$ cat src/rtl/vodt_pkg.sv
package vodt_pkg;

  // Termination decision captured at each command strobe
  typedef struct packed {
    logic armed;   // mask bit of the addressed volume was set
    logic own;     // addressed volume was this die's volume
  } term_dec_t;

  localparam int unsigned BYTE_W = 8;

endpackage

$ cat src/rtl/vodt_cfg.sv
module vodt_cfg #(
  parameter int unsigned VOL_W = 4,
  localparam int unsigned NUM_VOL    = 1 << VOL_W,
  localparam int unsigned MASK_BYTES = NUM_VOL / vodt_pkg::BYTE_W,
  localparam int unsigned SEL_W      = (MASK_BYTES > 1) ? $clog2(MASK_BYTES) : 1
) (
  input  logic               clk,
  input  logic               rst_n,
  input  logic               cfg_own_we,
  input  logic [VOL_W-1:0]   cfg_own_vol,
  input  logic               cfg_mask_we,
  input  logic [SEL_W-1:0]   cfg_mask_sel,
  input  logic [7:0]         cfg_mask_byte,
  output logic               own_vld,
  output logic [VOL_W-1:0]   own_vol,
  output logic [NUM_VOL-1:0] mask
);

  logic             own_vld_q, own_vld_d;
  logic [VOL_W-1:0] own_vol_q, own_vol_d;

  always_comb begin
    own_vld_d = own_vld_q;
    own_vol_d = own_vol_q;
    if (cfg_own_we) begin
      own_vld_d = 1'b1;
      own_vol_d = cfg_own_vol;
    end
  end

  always_ff @(posedge clk or negedge rst_n) begin
    if (!rst_n) begin
      own_vld_q <= 1'b0;
      own_vol_q <= '0;
    end else if (cfg_own_we) begin
      own_vld_q <= own_vld_d;
      own_vol_q <= own_vol_d;
    end
  end

  assign own_vld = own_vld_q;
  assign own_vol = own_vol_q;

  // One independently enabled register per mask byte
  for (genvar b = 0; b < MASK_BYTES; b++) begin : g_mask_byte
    logic       byte_en;
    logic [7:0] byte_q;
    logic [7:0] byte_d;

    always_comb begin
      byte_en = cfg_mask_we && (cfg_mask_sel == SEL_W'(b));
      byte_d  = byte_en ? cfg_mask_byte : byte_q;
    end

    always_ff @(posedge clk or negedge rst_n) begin
      if (!rst_n) begin
        byte_q <= '0;
      end else if (byte_en) begin
        byte_q <= byte_d;
      end
    end

    assign mask[b*8 +: 8] = byte_q;
  end

  AST_MASK_HOLD: assert property (@(posedge clk) disable iff (!rst_n)
    !cfg_mask_we |=> $stable(mask));

  AST_OWN_HOLD: assert property (@(posedge clk) disable iff (!rst_n)
    !cfg_own_we |=> $stable(own_vol) && $stable(own_vld));

endmodule

$ cat src/rtl/vodt_track.sv
module vodt_track #(
  parameter int unsigned VOL_W = 4
) (
  input  logic             clk,
  input  logic             rst_n,
  input  logic             vsel_vld,
  input  logic [VOL_W-1:0] vsel_vol,
  input  logic             own_vld,
  input  logic [VOL_W-1:0] own_vol,
  output logic             act_vld,
  output logic [VOL_W-1:0] act_vol,
  output logic             sel
);

  logic             act_vld_q, act_vld_d;
  logic [VOL_W-1:0] act_vol_q, act_vol_d;

  always_comb begin
    act_vld_d = act_vld_q;
    act_vol_d = act_vol_q;
    if (vsel_vld) begin
      act_vld_d = 1'b1;
      act_vol_d = vsel_vol;
    end
  end

  always_ff @(posedge clk or negedge rst_n) begin
    if (!rst_n) begin
      act_vld_q <= 1'b0;
      act_vol_q <= '0;
    end else if (vsel_vld) begin
      act_vld_q <= act_vld_d;
      act_vol_q <= act_vol_d;
    end
  end

  assign act_vld = act_vld_q;
  assign act_vol = act_vol_q;
  assign sel     = act_vld_q && own_vld && (act_vol_q == own_vol);

  AST_ACTIVE_STICKY: assert property (@(posedge clk) disable iff (!rst_n)
    !vsel_vld |=> $stable(act_vol) && $stable(act_vld));

  AST_SELECT_TAKES: assert property (@(posedge clk) disable iff (!rst_n)
    vsel_vld |=> act_vld);

endmodule

$ cat src/rtl/vodt_term.sv
module vodt_term #(
  parameter int unsigned VOL_W = 4,
  localparam int unsigned NUM_VOL = 1 << VOL_W
) (
  input  logic               clk,
  input  logic               rst_n,
  input  logic               cmd_vld,
  input  logic               act_vld,
  input  logic [VOL_W-1:0]   act_vol,
  input  logic               sel,
  input  logic [NUM_VOL-1:0] mask,
  input  logic               data_phase,
  output logic               odt_en,
  output logic               odt_tgt,
  output logic               odt_ntgt
);
  import vodt_pkg::*;

  term_dec_t dec_q, dec_d;

  always_comb begin
    dec_d = dec_q;
    if (cmd_vld) begin
      dec_d.armed = act_vld && mask[act_vol];
      dec_d.own   = sel;
    end
  end

  always_ff @(posedge clk or negedge rst_n) begin
    if (!rst_n) begin
      dec_q <= '0;
    end else if (cmd_vld) begin
      dec_q <= dec_d;
    end
  end

  assign odt_en   = dec_q.armed && data_phase;
  assign odt_tgt  = odt_en && dec_q.own;
  assign odt_ntgt = odt_en && !dec_q.own;

  AST_ZERO_MASK_OFF: assert property (@(posedge clk) disable iff (!rst_n)
    cmd_vld && (mask == '0) |=> !dec_q.armed);

  AST_HOLD_TO_NEXT_CMD: assert property (@(posedge clk) disable iff (!rst_n)
    !cmd_vld |=> $stable(dec_q));

  AST_NO_VOL_NO_TERM: assert property (@(posedge clk) disable iff (!rst_n)
    cmd_vld && !act_vld |=> !dec_q.armed);

endmodule

$ cat src/rtl/vodt_ctrl.sv
module vodt_ctrl #(
  parameter int unsigned VOL_W = 4,
  localparam int unsigned NUM_VOL    = 1 << VOL_W,
  localparam int unsigned MASK_BYTES = NUM_VOL / vodt_pkg::BYTE_W,
  localparam int unsigned SEL_W      = (MASK_BYTES > 1) ? $clog2(MASK_BYTES) : 1
) (
  input  logic             clk,
  input  logic             rst_n,
  input  logic             cfg_own_we,
  input  logic [VOL_W-1:0] cfg_own_vol,
  input  logic             cfg_mask_we,
  input  logic [SEL_W-1:0] cfg_mask_sel,
  input  logic [7:0]       cfg_mask_byte,
  input  logic             vsel_vld,
  input  logic [VOL_W-1:0] vsel_vol,
  input  logic             cmd_vld,
  input  logic             data_phase,
  output logic             sel_o,
  output logic             cmd_resp_o,
  output logic             odt_en_o,
  output logic             odt_tgt_o,
  output logic             odt_ntgt_o
);

  logic               own_vld;
  logic [VOL_W-1:0]   own_vol;
  logic [NUM_VOL-1:0] mask;
  logic               act_vld;
  logic [VOL_W-1:0]   act_vol;
  logic               sel;

  vodt_cfg #(.VOL_W(VOL_W)) u_cfg (
    .clk           (clk),
    .rst_n         (rst_n),
    .cfg_own_we    (cfg_own_we),
    .cfg_own_vol   (cfg_own_vol),
    .cfg_mask_we   (cfg_mask_we),
    .cfg_mask_sel  (cfg_mask_sel),
    .cfg_mask_byte (cfg_mask_byte),
    .own_vld       (own_vld),
    .own_vol       (own_vol),
    .mask          (mask)
  );

  vodt_track #(.VOL_W(VOL_W)) u_track (
    .clk      (clk),
    .rst_n    (rst_n),
    .vsel_vld (vsel_vld),
    .vsel_vol (vsel_vol),
    .own_vld  (own_vld),
    .own_vol  (own_vol),
    .act_vld  (act_vld),
    .act_vol  (act_vol),
    .sel      (sel)
  );

  vodt_term #(.VOL_W(VOL_W)) u_term (
    .clk        (clk),
    .rst_n      (rst_n),
    .cmd_vld    (cmd_vld),
    .act_vld    (act_vld),
    .act_vol    (act_vol),
    .sel        (sel),
    .mask       (mask),
    .data_phase (data_phase),
    .odt_en     (odt_en_o),
    .odt_tgt    (odt_tgt_o),
    .odt_ntgt   (odt_ntgt_o)
  );

  assign sel_o      = sel;
  assign cmd_resp_o = cmd_vld && sel;

  AST_ODT_ONLY_IN_DATA: assert property (@(posedge clk) disable iff (!rst_n)
    odt_en_o |-> data_phase);

  AST_ROLE_EXCL: assert property (@(posedge clk) disable iff (!rst_n)
    $onehot0({odt_tgt_o, odt_ntgt_o}));

  AST_ROLE_NEEDS_ODT: assert property (@(posedge clk) disable iff (!rst_n)
    (odt_tgt_o || odt_ntgt_o) |-> odt_en_o);

  AST_RESP_ONLY_SEL: assert property (@(posedge clk) disable iff (!rst_n)
    cmd_resp_o |-> sel_o && cmd_vld);

endmodule

$ cat config.mk
export PLATFORM = sky130hd
export DESIGN_NAME = vodt_ctrl
export DESIGN_NICKNAME = d
export VERILOG_FILES = /design/src/rtl/vodt_pkg.sv /design/src/rtl/vodt_cfg.sv /design/src/rtl/vodt_track.sv /design/src/rtl/vodt_term.sv /design/src/rtl/vodt_ctrl.sv
export SDC_FILE = /design/constraint.sdc
export NUM_CORES = 1
export LEC_CHECK = 0
export BUFFER_PORTS_ARGS = -buffer_cell sky130_fd_sc_hd__buf_2
export CELL_PAD_IN_SITES_DETAIL_PLACEMENT = 1
export CELL_PAD_IN_SITES_GLOBAL_PLACEMENT = 1
export CORE_MARGIN = 4
export CORE_UTILIZATION = 43
export CTS_CLUSTER_SIZE = 16
export DETAILED_ROUTE_END_ITERATION = 10
export PLACE_DENSITY = 0.75
export SLEW_MARGIN = 20
export SYNTH_ARGS = -nofsm -noshare
export SYNTH_HDL_FRONTEND = slang
export SYNTH_HIERARCHICAL = 1
export SYNTH_SLANG_ARGS = --single-unit
export TNS_END_PERCENT = 30
$ cat constraint.sdc
create_clock -name clk -period 1.6 [get_ports clk]
set_input_delay 0.24 -clock clk [delete_from_list [all_inputs] [get_ports clk]]
set_output_delay 0.24 -clock clk [all_outputs]
set_load 0.05 [all_outputs]
Word-level counts from Yosys, hierarchy flattened
Index checks and enable logic that the tools add are counted.

Register bits after elaboration: 28. Latch bits: 0. Bits in writable memories: 0. ROM bits: 0. Input bits: 24. Output and inout bits: 5. Word-level logic and storage cells: 23. Memories kept: 0.

Add/sub/neg operators: 0. Multiply operators: 0. Div/mod/pow operators: 0. Order comparisons: 1. Equality and inequality tests: 1. Shift-type cells: 0. Mux-type cells: 2. Bitwise gates (word level): 1. Reductions and logical operators: 10.

Operator list (number): 1-bit logical AND (9); 4-bit by 5-bit < comparator with 1-bit output, second input constant (1); 1-bit binary-select mux with 4-bit select (1); 4-bit == test (1); 1-bit zero test (1); 1-bit two-way mux (1); 1-bit inverter (1).

Depth between registers and ports, before layout
Gate-level depths: netlist of run 1.

Depth after elaboration: 3. Mapped depth: 5. Gate-level depth less buffers: 4.

Modules after synthesis
The synthesis of run 1 kept the hierarchy.

Modules (own cells, without submodules): vodt_cfg (instances 1, cells an instance 45, area each 818.3 µm², seq. area each 525.5 µm²); vodt_term (instances 1, cells an instance 20, area each 241.5 µm², seq. area each 50.0 µm²); vodt_track (instances 1, cells an instance 20, area each 230.2 µm², seq. area each 125.1 µm²); vodt_ctrl (instances 1, cells an instance 1, area each 6.3 µm², seq. area each 0.0 µm²).

Least setup slack after synthesis of run 1
OpenSTA, ideal clock, no wires.

Path kind: register -> output. Start: register u_track.act_vol_q[2] (netlist: u_track/act_vol[2]). End: output cmd_resp_o. Data arrival time: 2.317 ns. Required time: 1.360 ns. Path slack: -0.957 ns. Cell stages (with the launch flop): 5. Path buffers: 0. Path through: dfrtp_1 inv_1 a222oi_1 nor4b_2 and2_1.

Cells in the longest elaborated chain, start to end: 3.

RTL lines: start, declared (line vodt_track.sv:16) `logic [VOL_W-1:0] act_vol_q, act_vol_d;`; start signal, assigned (line vodt_track.sv:33) `act_vol_q <= act_vol_d;`; 4-bit == test (line vodt_track.sv:39) `assign sel = act_vld_q && own_vld && (act_vol_q == own_vol);`; 1-bit logical AND (line vodt_track.sv:39); via sel_o (line vodt_ctrl.sv:18) `output logic sel_o,`; 1-bit logical AND (line vodt_ctrl.sv:72) `assign cmd_resp_o = cmd_vld && sel;`; end, declared (line vodt_ctrl.sv:19) `output logic cmd_resp_o,`.

The timed path passes the listed nets, and every way through them passes these cells.

Worst setup path in the final report of run 1
Start: register u_cfg.own_vol_q[2] (netlist: u_cfg/own_vol[2]). End: output cmd_resp_o.

Cells in the longest elaborated chain, start to end: 3.

RTL lines: start, declared (line vodt_cfg.sv:20) `logic [VOL_W-1:0] own_vol_q, own_vol_d;`; start signal, assigned (line vodt_cfg.sv:37) `own_vol_q <= own_vol_d;`; 4-bit == test (line vodt_track.sv:39); 1-bit logical AND (line vodt_track.sv:39); 1-bit logical AND (line vodt_ctrl.sv:72).

No other way between the ends.

==> impl_metrics.yaml, run 1 <==
global_routing:
  antenna_found_initial: 0
  grt_usage_pct: 14.5
  grt_pass1_vias: 910
  grt_start_max_net_pins: 29
  grt_overflow: 0
  grt_pass1_wl_mm: 4.49
drt:
  drc_errors: 0
  ant_nets: 0
  via_per_inst: 5.40
  drt_iter0_drc: 23
  wl_per_cell_um: 16.5
  drt_pass1_iterations: 6
  num_vias: 837
  wl_mm: 2.55
die:
  fp.dieW_um: 62.9
  start_util_pct: 45.8
  die_area_um2: 3960
  dieHeight_um: 62.9
  pin_count: 29
  fp-row-count: 19
  core_um2: 2830
worst_setup_path:
  end_kind: "output pin"
  reg2reg_to: "u_term/dec_q[1]"
  path_max_fanout: 3
  r2r_setup_slack_ns: 0.11
  startpoint_type: "register"
  critPathCapture: "cmd_resp_o"
  arrival_ns: 1.71
  cp.required_ns: 1.36
  startpoint: "u_cfg/own_vol[2]"
  critical_path_class: "register to output pin"
  r2r_start: "u_track/act_vol[0]"
  reg2regPathDepth: 4
layout:
  diodes: 0
  final_net_count: 149
  area_growth_pct: 21.2
  fin_area_um2: 1570
  drive_gt1_share_pct: 57.3
  fillCellCount: 301
synth:
  synth_xor_area_share_pct: 0.676
  synthMuxAreaShare_pct: 30.4
  netlist_area_um2: 1300
  synth_top_family_by_area: "multiplexers"
  synth-edff-count: 0
  synth_async_sr_flop_share_pct: 100
  yosysUniqueCellTypes: 26
  synth-simple-area-share_pct: 7.92
  synth_common_cells: "dfrtp_1 (28), mux2_2 (15), mux2_4 (8)"
  yosysMostFrequentCell: "dfrtp_1"
  synth_top_area_share_pct: 54.1
  ys.flop_type: "dfrtp_1"
  syn_nets: 110
  syn_inst: 86
  syn_area_per_cell_um2: 15.1
  yosysWarnings: 6
  synth_adder_area_share_pct: 0
  synth_compound_area_share_pct: 4.34
  ys_seq_area_share_pct: 54.1
  synth_area_leader_cell: "dfrtp_1"
  synth_area_leaders: "dfrtp_1 (54%), mux2_2 (13%), mux2_4 (9.3%), mux4_1 (4.1%), mux2i_1 (2.3%)"
  yosys_register_bits: 28
sta:
  fin_setup_tns_ns: -0.697
  setup_viol: 2
  finalCritPeriodShare_pct: 122
  skew_ns: 0.00621
  clock.fmax_mhz: 512
  slew_headroom_pct: 57.4
  rsz0062_at_grt: "yes"
  whs_ns: 0.121
  drv_slew: 0
  finalHoldViolCount: 0
  postLayoutSetupSlackWorst_ns: -0.352
  period_needed_ns: 1.95
  worst_slew_pin_slew_ns: 0.639
power_and_ir_drop:
  p_sw_w: 0.000433
  ir_drop_uv: 491
  intPower_w: 0.00114
  p_leak_nw: 0.754
  clkPwrFrac_pct: 22.1
  comb_power_share_pct: 24.3
  switching_share_pct: 27.5
  total_power_w: 0.00157
  p_per_area_nw_per_um2: 1000
  seqPwrFrac_pct: 53.6
flow_run:
  maxCapViolations: 0
placement:
  io_buffers: 28
  pre_cts_ws_ns: -0.0926
  hpwl_mm: 1.99
  place.gp.congestion: 0.799
  placed_cell_area_um2: 1520
hold_path:
  hp-class: "primary input to register"
run_status:
  status: "finished with violations"
  violations: "setup timing"
clocking:
  clk_path_buf_depth: 2
  cts_tree: "built"
  htreeDepth: 1
  cts.sinks: 28
  clk_pin_slew_ns: 0.14
  postCtsSetupBuffers: 0
  numCtsBuffers: 3
  clock_latency_ns: 0.33
  cts_root_buf: "clkbuf_4"
==> layer usage <==
metal / wire, um / vias up / global-route usage, %
li1: - / 390 / -
met1: 1210 / 421 / 20.6
met3: 99 / 4 / 2.70
met2: 1200 / 22 / 21.6
met5: 0 / - / 0
met4: 45 / 0 / 5.79
==> power by group through the flow <==
stage	clock network, W	registers, W	logic, W
final	0.000348	0.000843	0.000383
after global routing	0.000401	0.000857	0.000417
after CTS	0.000364	0.000844	0.000386
after detailed placement	0	0.000858	0.000380
after global placement	0	0.000854	0.000365
after floorplan	0	0.000848	0.000256
==> state kept, by name, indices dropped and copies added, names as in the netlist <==
signal / cells
u_cfg/g_mask_byte.byte_q: 16
u_cfg/own_vld: 1
u_cfg/own_vol: 4
u_term/dec_q: 2
u_track/act_vld: 1
u_track/act_vol: 4
==> worst min-delay path by stage <==
| stage | start | endpoint | slack, ns | depth (start not counted) |
|---|---|---|---|---|
| after floorplan | rst_n | u_cfg/g_mask_byte[0].byte_q[0] | -0.06 | 0 |
| after global placement | rst_n | u_term/dec_q[0] | 0.28 | 1 |
| after detailed placement | rst_n | u_term/dec_q[0] | 0.31 | 1 |
| after CTS | vsel_vol[2] | u_track/act_vol[2] | 0.10 | 3 |
| after global routing | vsel_vol[2] | u_track/act_vol[2] | 0.09 | 3 |
| final | vsel_vol[2] | u_track/act_vol[2] | 0.12 | 3 |
==> critical path, cell delays in order, from the launching register on <==
cell and delay, ns:
dfrtp_1 0.41, a222oi_1 0.35, nor4b_4 0.30, and2_4 0.19
buf_8 0.13
==> layout by cell type, fill, tap and decap left out, drive strengths merged, types with 3 or more instances in the layout <==
cell type	netlist	layout
buf	2	34
mux2	23	23
dfrtp	28	28
mux4	3	3
nand2	4	4
mux2i	3	3
inv	3	3
clkbuf	0	5
==> layout make-up <==
type	instances	area [um^2]	area share, %
multi-input cells	53	569	36.2
repair buffers	36	215	13.7
inverters	3	11.3	0.717
flip-flops and latches	28	701	44.6
well taps	31	38.8	2.47
clock buffers	4	36.3	2.31
==> timing repair <==
item,in CTS,in global routing
gates resized for setup,4,2
hold endpoints to repair,28,0
endpoints found under the setup margin,2,4
pin swaps,1,1
hold buffers,1,0
gates cloned,0,0
==> through the flow <==
stage / instances / util (%)
floorplan: 86 / -
global placement: 150 / 53.6
detailed placement: 150 / 53.6
CTS: 155 / 55.6
global route: 155 / 55.6
finish: 155 / 55.6
==> kinds of logic after synthesis <==
logic type             count (synthesis)
multiplexers                          29
XOR/XNOR                               1
AO/OA/AOI/OAI                          8
flip-flops                            28
buffers and inverters                  5
AND/OR/NAND/NOR                       15
Power figures use the tool's default switching activity.
==> run 2, diff against run 1 <==
--- a/config.mk
+++ b/config.mk
@@ -9,10 +9,12 @@
 export CELL_PAD_IN_SITES_DETAIL_PLACEMENT = 1
 export CELL_PAD_IN_SITES_GLOBAL_PLACEMENT = 1
 export CORE_MARGIN = 4
-export CORE_UTILIZATION = 43
+export CORE_UTILIZATION = 41
+export CTS_BUF_LIST = sky130_fd_sc_hd__clkbuf_2 sky130_fd_sc_hd__clkbuf_4 sky130_fd_sc_hd__clkbuf_8
 export CTS_CLUSTER_SIZE = 16
 export DETAILED_ROUTE_END_ITERATION = 10
 export PLACE_DENSITY = 0.75
+export SKIP_LAST_GASP = 1
 export SLEW_MARGIN = 20
 export SYNTH_ARGS = -nofsm -noshare
 export SYNTH_HDL_FRONTEND = slang
==> constraint.sdc (replaced) <==
create_clock -name clk -period 1.64 [get_ports clk]
set_input_delay 0.246 -clock clk [delete_from_list [all_inputs] [get_ports clk]]
set_output_delay 0.246 -clock clk [all_outputs]
set_load 0.05 [all_outputs]
==> run 2 against run 1 <==
  * The flow still finishes with violations (setup timing)
  * Core utilization decreased by 3.3 points
  * Global-route usage decreased by 1.8 points
  * Cell count increased by 7.7%
==> impl_metrics.yaml, run 2 (same netlist as run 1, synthesis figures left out) <==
global_routing:
  grt_start_max_net_pins: 29
  grt_pass1_wl_mm: 4.01
  grt_pass1_vias: 882
  grt_overflow: 0
  grt_usage_pct: 12.7
  antenna_found_initial: 0
die:
  start_util_pct: 42.8
  fp.dieW_um: 64.2
  dieHeight_um: 64.2
  pin_count: 29
  fp-row-count: 20
  die_area_um2: 4120
  core_um2: 3030
flow_run:
  maxCapViolations: 0
power_and_ir_drop:
  p_leak_nw: 0.754
  p_per_area_nw_per_um2: 957
  ir_drop_uv: 456
layout:
  post-route-util_pct: 52.2
  regMostFlops: "u_cfg/g_mask_byte.byte_q"
  final_net_count: 148
  drive_gt1_share_pct: 56.1
  diodes: 0
  mostFrequentLayoutCell: "dfrtp_1"
  final_cells: 167
  layout_common_cells: "dfrtp_1 (28), buf_2 (27), mux2_2 (15)"
  area_growth_pct: 22.0
  largest_reg_flops: 16
clocking:
  clk_pin_slew_ns: 0.14
  clk_path_buf_depth: 2
  numCtsBuffers: 3
  htreeDepth: 1
  cts_tree: "built"
  cts.sinks: 28
  clock_latency_ns: 0.32
  cts_root_buf: "clkbuf_4"
worst_setup_path:
  cp.required_ns: 1.39
  startpoint_type: "register"
  path_max_fanout: 3
  critical_path_class: "register to output pin"
  r2r_start: "u_track/act_vol[0]"
  critPathSlowestCell: "dfrtp_1"
  critPathMaxStageDelay_ns: 0.41
  startpoint: "u_cfg/own_vol[2]"
  crit_chain: "a222oi_1 > nor4b_4 > and2_4 > buf_8"
  end_kind: "output pin"
  timing.critical_path.buf_inv: 1
  arrival_ns: 1.71
  crit_family: "simple AND/OR/NAND/NOR gates"
sta:
  fin_setup_tns_ns: -0.610
  skew_ns: 0.00248
  drv_slew: 0
  setup_viol: 2
  whs_ns: 0.138
  period_needed_ns: 1.95
  slew_headroom_pct: 58.7
  finalHoldViolCount: 0
  finalCritPeriodShare_pct: 119
  postLayoutSetupSlackWorst_ns: -0.311
  worst_slew_pin_slew_ns: 0.620
  rsz0062_at_grt: "yes"
  clock.fmax_mhz: 512
drt:
  drt_pass1_iterations: 4
  drt_iter0_drc: 32
  via_per_inst: 4.90
  num_vias: 818
  drc_errors: 0
  wl_per_cell_um: 14.6
  wl_mm: 2.44
  ant_nets: 0
placement:
  dp.cells: 161
  io_buffers: 28
  hpwl_mm: 1.93
  place.gp.congestion: 0.762
hold_path:
  hp-start: "vsel_vol[0]"
  hp-class: "primary input to register"
run_status:
  status: "finished with violations"
  violations: "setup timing"
==> run 2: cell types whose count changed in the layout (fill, tap and decap cells not counted), sizes merged <==
cell | previous run | this run
clkbuf | 5 | 4
==> run 2: what timing repair did <==
action                                  in CTS  in global routing
endpoints found under the setup margin       2                  2
setup buffers                                1                  0
gates resized for setup                      4                  0
gates cloned                                 0                  0
pin swaps                                    2                  2
hold buffers                                 1                  0
hold endpoints to repair                    28                  0
==> run 2: through the flow <==
stage / instance area (um^2) / total power (W) / setup slack (ns)
floorplan: 1310 / 0.00108 / -0.398
global placement: 1520 / 0.00118 / -0.0132
detailed placement: 1520 / 0.00120 / -0.0608
CTS: 1580 / 0.00153 / -0.345
global route: 1580 / 0.00161 / -0.431
finish: 1580 / 0.00151 / -0.311
==> run 2: final timing paths <==
kind / end / slack, ns / depth (start not counted)
max: cmd_resp_o / -0.31 / 4
min: u_track/act_vol[0] / 0.14 / 3
max reg2reg: u_term/dec_q[1] / 0.17 / 4
min reg2reg: u_cfg/own_vld / 0.50 / 1
max in group asynchronous: u_cfg/own_vol[3] / 0.79 / 2
min in group asynchronous: u_cfg/g_mask_byte[1].byte_q[3] / 0.46 / 2
==> run 2: layer usage <==
layer | global-route usage [%] | wire [um] | vias up
met5 | 0 | 0 | -
met1 | 15.2 | 1090 | 409
met3 | 2.28 | 73 | 4
met2 | 21.9 | 1230 | 14
li1 | - | - | 391
met4 | 6.33 | 43 | 0
==> run 2: report_power, final <==
part           switching [W]  internal, W
sequential         0.0000483     0.000777
combinational       0.000165     0.000195
clock               0.000192     0.000136
==> run 2: cell type report <==
class | count | area, um^2
fill | 323 | 1450
sequential | 28 | 701
tap | 44 | 55.1
clock buffer | 4 | 36.3
timing repair buffer | 35 | 205
multi-input combinational | 53 | 573
inverter | 3 | 11.3
==> run 2: worst reg2reg max path, stage by stage (launching register included) <==
cell	delay, ns
dfrtp_1	0.37
buf_4	0.16
mux4_1	0.57
mux2i_1	0.15
o311ai_1	0.11
==> run 3, diff against run 2 <==
--- a/config.mk
+++ b/config.mk
@@ -13,7 +13,7 @@
 export CTS_BUF_LIST = sky130_fd_sc_hd__clkbuf_2 sky130_fd_sc_hd__clkbuf_4 sky130_fd_sc_hd__clkbuf_8
 export CTS_CLUSTER_SIZE = 16
 export DETAILED_ROUTE_END_ITERATION = 10
-export PLACE_DENSITY = 0.75
+export PLACE_DENSITY = 0.79
 export SKIP_LAST_GASP = 1
 export SLEW_MARGIN = 20
 export SYNTH_ARGS = -nofsm -noshare
==> run 3 against run 2 <==
  * The run still ends with setup timing left
  * Design area shrank 0.63%
  * Sequential share of layout area increased by 0.28 points
  * Total power fell by 3.6%
  * Hold slack improved by 0.0015 ns
  * Die area stayed put
  * Cell count is the same
  * Worst setup slack worse by 0.0049 ns
  * Clock power fell by 19%
  * Highest routed layer unchanged
==> impl_metrics.yaml, run 3 (same netlist as run 1, synthesis figures left out) <==
worst_setup_path:
  r2r_start: "u_track/act_vol[0]"
  startpoint: "u_track/act_vol[2]"
  path_max_fanout: 3
  arrival_ns: 1.71
  end_kind: "output pin"
  startpoint_type: "register"
  cp.required_ns: 1.39
  critical_path_class: "register to output pin"
global_routing:
  grt_start_max_net_pins: 29
  antenna_found_initial: 0
  grt_pass1_wl_mm: 4.77
  grt_overflow: 0
  grt_usage_pct: 15.2
  grt_pass1_vias: 954
sta:
  setup_viol: 2
  rsz0062_at_grt: "yes"
  finalHoldViolCount: 0
  worst_slew_pin_slew_ns: 0.621
  finalCritPeriodShare_pct: 119
  drv_slew: 0
  clock.fmax_mhz: 511
  postLayoutSetupSlackWorst_ns: -0.316
  period_needed_ns: 1.96
  skew_ns: 0.00756
  fin_setup_tns_ns: -0.619
  whs_ns: 0.139
  slew_headroom_pct: 58.6
layout:
  diodes: 0
  final_cells: 167
  regMostFlops: "u_cfg/g_mask_byte.byte_q"
  mostFrequentLayoutCell: "dfrtp_1"
  largest_reg_flops: 16
  layout_common_cells: "dfrtp_1 (28), buf_2 (27), mux2_2 (15)"
  final_net_count: 149
  drive_gt1_share_pct: 55.3
  fin_area_um2: 1570
  area_growth_pct: 21.2
die:
  die_area_um2: 4120
  start_util_pct: 42.8
  fp-row-count: 20
  core_um2: 3030
  pin_count: 29
  fp.dieW_um: 64.2
  dieHeight_um: 64.2
drt:
  via_per_inst: 5.03
  drt_pass1_iterations: 4
  ant_nets: 0
  drc_errors: 0
  wl_mm: 2.71
  drt_iter0_drc: 31
  wl_per_cell_um: 16.2
  num_vias: 840
clocking:
  clk_path_buf_depth: 2
  clk_pin_slew_ns: 0.13
  htreeDepth: 1
  cts_tree: "built"
  numCtsBuffers: 3
  cts_root_buf: "clkbuf_4"
  clock_latency_ns: 0.31
  cts.sinks: 28
  postCtsSetupBuffers: 0
placement:
  dp.cells: 163
  placed_cell_area_um2: 1530
  place.gp.congestion: 0.739
  io_buffers: 28
  hpwl_mm: 2.17
hold_path:
  hp-class: "primary input to register"
  hp-start: "vsel_vol[0]"
power_and_ir_drop:
  p_leak_nw: 0.751
  ir_drop_uv: 375
  total_power_w: 0.00146
  p_per_area_nw_per_um2: 929
run_status:
  violations: "setup timing"
  status: "finished with violations"
flow_run:
  maxCapViolations: 0
-- run 3: layer usage --
metal	routed length, um	up-vias	part of all wire (%)	track usage (%)
li1	-	394	-	-
met1	1180	428	43	20.0
met2	1420	16	53	26.2
met3	91	2	3.4	2.46
met4	15	0	0.55	3.17
met5	0	-	0	0
-- run 3: repair_timing --
action / CTS / global route
gates resized for setup: 2 / 0
endpoints found under the hold margin: 28 / 0
setup endpoints to repair: 2 / 2
pin swaps: 0 / 0
hold buffers: 1 / 0
-- run 3: cell type report --
cell class / instances / area (um^2)
tap: 44 / 55.1
clock buffer: 3 / 22.5
timing repair buffer: 36 / 209
multi-input combinational: 53 / 573
fill: 326 / 1460
sequential: 28 / 701
inverter: 3 / 11.3
-- run 3: worst max-delay path, stage by stage, from the launching register on --
cell	delay [ns]
dfrtp_1	0.38
inv_1	0.06
a222oi_1	0.33
nor4b_4	0.30
and2_4	0.19
buf_6	0.15
-- run 3: path summary, 6_finish.rpt --
kind,endpoint,slack [ns],depth (start not counted)
max,cmd_resp_o,-0.32,5
min,u_track/act_vol[0],0.14,3
max reg2reg,u_term/dec_q[1],0.18,4
min reg2reg,u_cfg/own_vld,0.52,1
max in group asynchronous,u_cfg/g_mask_byte[0].byte_q[4],0.77,2
min in group asynchronous,u_cfg/g_mask_byte[0].byte_q[3],0.46,2
-- run 3: report_power, final --
part           switching (W)  leakage, nW  total [W]  internal (W)
sequential         0.0000489        0.326   0.000826      0.000777
clock               0.000182       0.0138   0.000267     0.0000857
combinational       0.000170        0.412   0.000367      0.000197
total               0.000400        0.751    0.00146       0.00106
-- run 3: through the flow --
stage / setup slack [ns] / util [%]
after CTS: -0.338 / 51.9
final: -0.316 / 51.9
after floorplan: -0.398 / -
after detailed placement: -0.0510 / 50.6
after global placement: -0.00887 / 50.6
after global routing: -0.494 / 51.9
